[src/rtl/bfc_pkg.sv]
package bfc_pkg;
    typedef enum logic [1:0] {
        FIX_NONE  = 2'b00,
        FIX_OK    = 2'b01,
        FIX_AMBIG = 2'b10,
        FIX_LOST  = 2'b11
    } fix_status_e;

    typedef enum logic [1:0] {
        S_IDLE,
        S_ASK,
        S_WAIT,
        S_DONE
    } seq_state_e;
endpackage

[src/rtl/bfc_cand_gen.sv]
module bfc_cand_gen #(
    parameter int DATA_W = 64,
    parameter int IDX_W  = $clog2(DATA_W + 1)
) (
    input  logic [DATA_W-1:0] base_i,
    input  logic [IDX_W-1:0]  idx_i,
    output logic [DATA_W-1:0] cand_o
);
    logic [DATA_W-1:0] flip_mask;

    // index 0 leaves the word unchanged; index i+1 inverts bit i
    for (genvar i = 0; i < DATA_W; i++) begin : g_mask
        assign flip_mask[i] = (idx_i == IDX_W'(i + 1));
    end

    assign cand_o = base_i ^ flip_mask;
endmodule

[src/rtl/bfc_hit_tally.sv]
module bfc_hit_tally #(
    parameter int DATA_W = 64
) (
    input  logic              clk,
    input  logic              rst_n,
    input  logic              clear_i,
    input  logic              hit_take_i,
    input  logic [DATA_W-1:0] cand_i,
    output logic [1:0]        hits_o,
    output logic [DATA_W-1:0] first_o
);
    always_ff @(posedge clk or negedge rst_n) begin
        if (!rst_n) begin
            hits_o  <= 2'd0;
            first_o <= '0;
        end else if (clear_i) begin
            hits_o  <= 2'd0;
            first_o <= '0;
        end else if (hit_take_i) begin
            if (hits_o == 2'd0) first_o <= cand_i;
            if (hits_o != 2'd2) hits_o <= hits_o + 2'd1;
        end
    end
endmodule

[src/rtl/bfc_seq_fsm.sv]
module bfc_seq_fsm
    import bfc_pkg::*;
#(
    parameter int DATA_W = 64,
    parameter int IDX_W  = $clog2(DATA_W + 1)
) (
    input  logic             clk,
    input  logic             rst_n,
    input  logic             start_i,
    input  logic             qry_ready_i,
    input  logic             rsp_valid_i,
    input  logic             rsp_hit_i,
    input  logic [1:0]       hits_i,
    output logic [IDX_W-1:0] idx_o,
    output logic             clear_o,
    output logic             qry_valid_o,
    output logic             hit_take_o,
    output logic             done_o
);
    localparam logic [IDX_W-1:0] LAST_IDX = IDX_W'(DATA_W);

    seq_state_e state_q, state_d;
    logic       idx_inc;

    always_ff @(posedge clk or negedge rst_n) begin
        if (!rst_n) begin
            state_q <= S_IDLE;
            idx_o   <= '0;
        end else begin
            state_q <= state_d;
            if (clear_o)      idx_o <= '0;
            else if (idx_inc) idx_o <= idx_o + 1'b1;
        end
    end

    always_comb begin
        state_d     = state_q;
        clear_o     = 1'b0;
        qry_valid_o = 1'b0;
        hit_take_o  = 1'b0;
        done_o      = 1'b0;
        idx_inc     = 1'b0;
        unique case (state_q)
            S_IDLE: begin
                if (start_i) begin
                    clear_o = 1'b1;
                    state_d = S_ASK;
                end
            end
            S_ASK: begin
                qry_valid_o = 1'b1;
                if (qry_ready_i) state_d = S_WAIT;
            end
            S_WAIT: begin
                if (rsp_valid_i) begin
                    hit_take_o = rsp_hit_i;
                    if (rsp_hit_i && hits_i == 2'd1) begin
                        state_d = S_DONE;
                    end else if (idx_o == LAST_IDX) begin
                        state_d = S_DONE;
                    end else begin
                        idx_inc = 1'b1;
                        state_d = S_ASK;
                    end
                end
            end
            S_DONE: begin
                done_o  = 1'b1;
                state_d = S_IDLE;
            end
            default: state_d = S_IDLE;
        endcase
    end
endmodule

[src/rtl/bf_flip_corrector.sv]
module bf_flip_corrector
    import bfc_pkg::*;
#(
    parameter int DATA_W = 64
) (
    input  logic              clk,
    input  logic              rst_n,
    input  logic              err_start_i,
    input  logic [DATA_W-1:0] err_data_i,
    output logic              qry_valid_o,
    output logic [DATA_W-1:0] qry_data_o,
    input  logic              qry_ready_i,
    input  logic              qry_rsp_valid_i,
    input  logic              qry_rsp_hit_i,
    output logic              res_valid_o,
    output logic [1:0]        res_status_o,
    output logic [DATA_W-1:0] res_data_o,
    output logic              res_parity_o
);
    localparam int IDX_W = $clog2(DATA_W + 1);

    logic [DATA_W-1:0] base_q;
    logic [DATA_W-1:0] first_hit;
    logic [IDX_W-1:0]  idx;
    logic [1:0]        hits;
    logic              clear, hit_take, done;
    fix_status_e       status;

    always_ff @(posedge clk or negedge rst_n) begin
        if (!rst_n)     base_q <= '0;
        else if (clear) base_q <= err_data_i;
    end

    bfc_seq_fsm #(.DATA_W(DATA_W), .IDX_W(IDX_W)) u_fsm (
        .clk         (clk),
        .rst_n       (rst_n),
        .start_i     (err_start_i),
        .qry_ready_i (qry_ready_i),
        .rsp_valid_i (qry_rsp_valid_i),
        .rsp_hit_i   (qry_rsp_hit_i),
        .hits_i      (hits),
        .idx_o       (idx),
        .clear_o     (clear),
        .qry_valid_o (qry_valid_o),
        .hit_take_o  (hit_take),
        .done_o      (done)
    );

    bfc_cand_gen #(.DATA_W(DATA_W), .IDX_W(IDX_W)) u_cand (
        .base_i (base_q),
        .idx_i  (idx),
        .cand_o (qry_data_o)
    );

    bfc_hit_tally #(.DATA_W(DATA_W)) u_tally (
        .clk        (clk),
        .rst_n      (rst_n),
        .clear_i    (clear),
        .hit_take_i (hit_take),
        .cand_i     (qry_data_o),
        .hits_o     (hits),
        .first_o    (first_hit)
    );

    always_comb begin
        status     = FIX_NONE;
        res_data_o = '0;
        if (done) begin
            unique case (hits)
                2'd0:    begin status = FIX_LOST;  res_data_o = base_q;    end
                2'd1:    begin status = FIX_OK;    res_data_o = first_hit; end
                default: begin status = FIX_AMBIG; res_data_o = base_q;    end
            endcase
        end
    end

    assign res_valid_o  = done;
    assign res_status_o = status;
    assign res_parity_o = ^res_data_o;
endmodule

[config.mk]
export PLATFORM = sky130hd
export DESIGN_NAME = bf_flip_corrector
export DESIGN_NICKNAME = d
export VERILOG_FILES = /design/src/rtl/bfc_pkg.sv /design/src/rtl/bfc_cand_gen.sv /design/src/rtl/bfc_hit_tally.sv /design/src/rtl/bfc_seq_fsm.sv /design/src/rtl/bf_flip_corrector.sv
export SDC_FILE = /design/constraint.sdc
export NUM_CORES = 1
export LEC_CHECK = 0
export ABC_CLOCK_PERIOD_IN_PS = 2500
export BUFFER_PORTS_ARGS = -buffer_cell sky130_fd_sc_hd__clkbuf_2
export CORE_MARGIN = 5
export CORE_UTILIZATION = 50
export DETAILED_ROUTE_END_ITERATION = 6
export PLACE_DENSITY = 0.78
export SKIP_CTS_REPAIR_TIMING = 1
export SYNTH_ARGS = -nofsm -noshare
export SYNTH_HDL_FRONTEND = slang
export SYNTH_SLANG_ARGS = --single-unit
[constraint.sdc]
create_clock -name clk -period 2.5 [get_ports clk]
set_input_delay 0.5 -clock clk [delete_from_list [all_inputs] [get_ports clk]]
set_output_delay 0.5 -clock clk [all_outputs]
set_load 0.02 [all_outputs]
==> flow_metrics.py <==
metrics = {
    "run_status": {
        "outcome": "complete, but fails checks",
        "violations": "negative setup slack",
    },
    "synthesis": {
        "synth_seq_cells": 139,
        "synthesis.nets": 914,
        "synth_cells": 836,
        "synth_cell_types": 37,
        "syn_area_mm2": 0.00872,
        "ys_warn_count": 0,
        "ys_seq_area_share_pct": 39.9,
        "avgSynthCellArea_um2": 10.4,
    },
    "placement": {
        "io_buffers": 202,
        "globalplace.congestion": 0.880,
        "dp_hpwl_mm": 18.8,
    },
    "die": {
        "pin_count": 203,
        "row_count": 48,
        "die_h_um": 142,
        "fp.dieW_um": 142,
        "coreArea_mm2": 0.0172,
        "initial_utilization_pct": 50.8,
        "dieArea_mm2": 0.0202,
    },
    "detailed_routing": {
        "drt-vias-per-instance": 5.32,
        "ant_nets": 0,
        "drt_iter0_markers": 426,
        "wl_per_cell_um": 20.5,
        "drc": 0,
        "vias": 7415,
        "firstDrtPassIters": 4,
        "drt_wl_total_mm": 28.5,
    },
    "clock_tree": {
        "max-clock-path-buffers": 2,
        "cts_root_buffer": "clkbuf_16",
        "clk_pin_slew_ns": 0.06,
        "htreeDepth": 4,
        "clock_latency_ns": 0.42,
        "clock-sinks": 139,
        "cts_buffers": 17,
        "cts_tree": "built",
    },
    "timing": {
        "period_share_pct": 148,
        "tightestPinTransition_ns": 0.579,
        "finalCriticalPeriod_ns": 3.69,
        "finalWorstSetupSlack_ns": -1.19,
        "hold_viol": 0,
        "grt_setup_unrepaired": "true",
        "max_freq_mhz": 271,
        "timing.final.max_slew_violations": 0,
        "relSlewSlack_pct": 61.4,
        "setup_viol": 46,
        "skew_ns": 0.00879,
    },
    "layout": {
        "nets": 1236,
        "final_cell_mix": "160 x buf_4, 134 x clkbuf_2, 132 x dfrtp_1",
        "final_core_util_pct": 75.1,
        "drive_gt1_share_pct": 57.7,
        "area_growth_syn_to_layout_pct": 47.9,
        "multiInputGateArea_mm2": 0.00598,
        "final_common_cell": "buf_4",
        "n_fill_cell": 1116,
        "ff_latch_area_mm2": 0.00349,
        "diodes": 0,
    },
    "worst_setup_path": {
        "r2r_end": "u_fsm.idx_o[5]",
        "cp.required_ns": 2.00,
        "crit_top_cell": "xnor2_1",
        "crit_family": "XOR/XNOR gates",
        "rrSetupSlack_ns": 0.31,
        "slowest_stage": "dfrtp_1",
        "r2r_cells": 9,
        "worstPathMaxFanout": 7,
        "critPathBufInv": 4,
        "slowest_delay_ns": 0.39,
        "worstSetupEndpointType": "output pin",
        "start_kind": "flop",
        "path_class": "reg2out",
        "r2r_start": "u_fsm.idx_o[1]",
        "arrival_ns": 3.19,
        "cp_cell_sequence": "inv_2, ha_4, buf_6, clkbuf_16, mux2i_4, nor2_2, xnor2_1, xnor2_1, xnor2_1, xnor2_1, xnor2_1, xnor3_2, buf_6",
    },
    "power": {
        "p_total_uw": 18300,
        "ir_drop_uv": 986,
        "power_leakage_uw": 0.00598,
        "power_density_mw_per_mm2": 1420,
    },
    "global_routing": {
        "grt_pass1_wl_mm": 39.5,
        "grt.overflow.total": 0,
        "grt_pass1_vias": 7195,
        "grt_max_degree": 64,
        "antenna_found_initial": 0,
        "track_usage_pct": 25.1,
    },
    "run": {
        "maxCapViolCount": 0,
    },
    "worst_hold_path": {
        "hold_path.class": "in2async",
    },
}
## report_power, final
part           total (uW)  leakage (uW)  switching [uW]  internal, uW
clock network        2500      0.000279             964          1530
registers            4180       0.00177             979          3200
logic               11600       0.00393            5890          5750
total               18300       0.00598            7830         10500
## worst register-to-register path, cell delays in order (launching register included)
cell	delay, ns
dfrtp_2	0.44
inv_2	0.11
ha_4	0.21
and2_4	0.18
nand3_2	0.12
a21boi_1	0.31
nand2_1	0.18
nor4_1	0.27
xnor2_1	0.17
nor2_1	0.07
## layer usage
layer	GRT usage, %	part of all wire [%]	up-vias
li1	-	-	3402
met1	34.1	40	3693
met2	41.3	50	265
met3	4.87	6.8	55
met4	7.02	2.8	0
met5	0	0	-
## synth_stat cells
library cell | count | share of area [%]
clkbuf_1 | 34 | 1.5
o21ai_1 | 4 | 0.23
ha_1 | 8 | 1.1
buf_4 | 2 | 0.17
a211oi_1 | 1 | 0.086
xnor3_1 | 1 | 0.26
or3b_1 | 1 | 0.10
inv_2 | 1 | 0.043
nand2_1 | 34 | 1.5
nor3_1 | 2 | 0.11
mux2_2 | 93 | 12
and3b_1 | 2 | 0.20
dfrtp_1 | 139 | 40
mux2_1 | 35 | 4.5
nand4_1 | 1 | 0.072
buf_2 | 5 | 0.29
a21oi_1 | 10 | 0.57
mux2i_1 | 67 | 7.7
a21boi_1 | 1 | 0.086
buf_1 | 2 | 0.086
nand2_2 | 1 | 0.072
and2_1 | 6 | 0.43
nor2b_1 | 67 | 4.8
o21bai_1 | 1 | 0.086
xor2_1 | 65 | 6.5
nor2_2 | 17 | 1.2
nor2_1 | 118 | 5.1
nor4_1 | 1 | 0.072
buf_8 | 1 | 0.17
buf_6 | 3 | 0.39
nand3_1 | 7 | 0.40
inv_1 | 4 | 0.17
nand3b_1 | 1 | 0.086
xnor2_1 | 96 | 9.6
or3_1 | 2 | 0.14
nor3b_1 | 2 | 0.17
o21ai_0 | 1 | 0.057
## stage by stage
| step | std cells | area [um2] | TNS [ns] | hold WS (ns) | setup WS [ns] |
|---|---|---|---|---|---|
| final | 1394 | 12900 | -7.04 | 0.0578 | -1.19 |
| after global routing | 1394 | 12900 | -12.19 | 0.0999 | -1.27 |
| after CTS | 1360 | 11500 | -14.15 | 0.0664 | -1.05 |
| after detailed placement | 1330 | 10900 | -0.546 | 0.516 | -0.546 |
| after global placement | 1330 | 10900 | -0.506 | 0.514 | -0.506 |
| after floorplan | 836 | 8840 | -0.318 | 0.204 | -0.318 |
## kinds of logic (layout without fill, tap and decap cells)
group / count (synthesis) / in the layout / share of synthesized area (%)
adders and majority gates: 8 / 8 / 1.15
buffers and inverters: 52 / 383 / 2.78
and+or+nand+nor: 262 / 264 / 14.4
DFF: 139 / 139 / 39.9
xor gates and xnor gates: 162 / 162 / 16.4
muxes: 195 / 195 / 24.2
AOI/OAI and AO/OA: 18 / 18 / 1.12
## registers in the layout, indices dropped and copies added (netlist names)
signal	count
base_q	64
u_fsm.idx_o	7
u_fsm.state_q	2
u_tally.first_o	64
u_tally.hits_o	2
## worst max path at each step
stage / to / slack, ns / from / depth (start not counted)
after floorplan: res_parity_o / -0.32 / u_tally.hits_o[0] / 11
after global placement: res_parity_o / -0.51 / u_tally.hits_o[1] / 12
after detailed placement: res_parity_o / -0.55 / u_tally.hits_o[1] / 12
after CTS: res_parity_o / -1.05 / u_tally.hits_o[1] / 12
after global routing: res_parity_o / -1.27 / u_tally.hits_o[1] / 13
final: res_parity_o / -1.19 / u_tally.hits_o[1] / 13
## layout make-up
type	count	share of cell area (%)
clock buffer	23	3.70
clock inverter	7	0.708
inverter	5	0.165
multi-input combinational	647	46.4
sequential	139	27.0
tap	225	2.18
timing repair buffer	348	19.9
(Power assumes the default switching activity.)
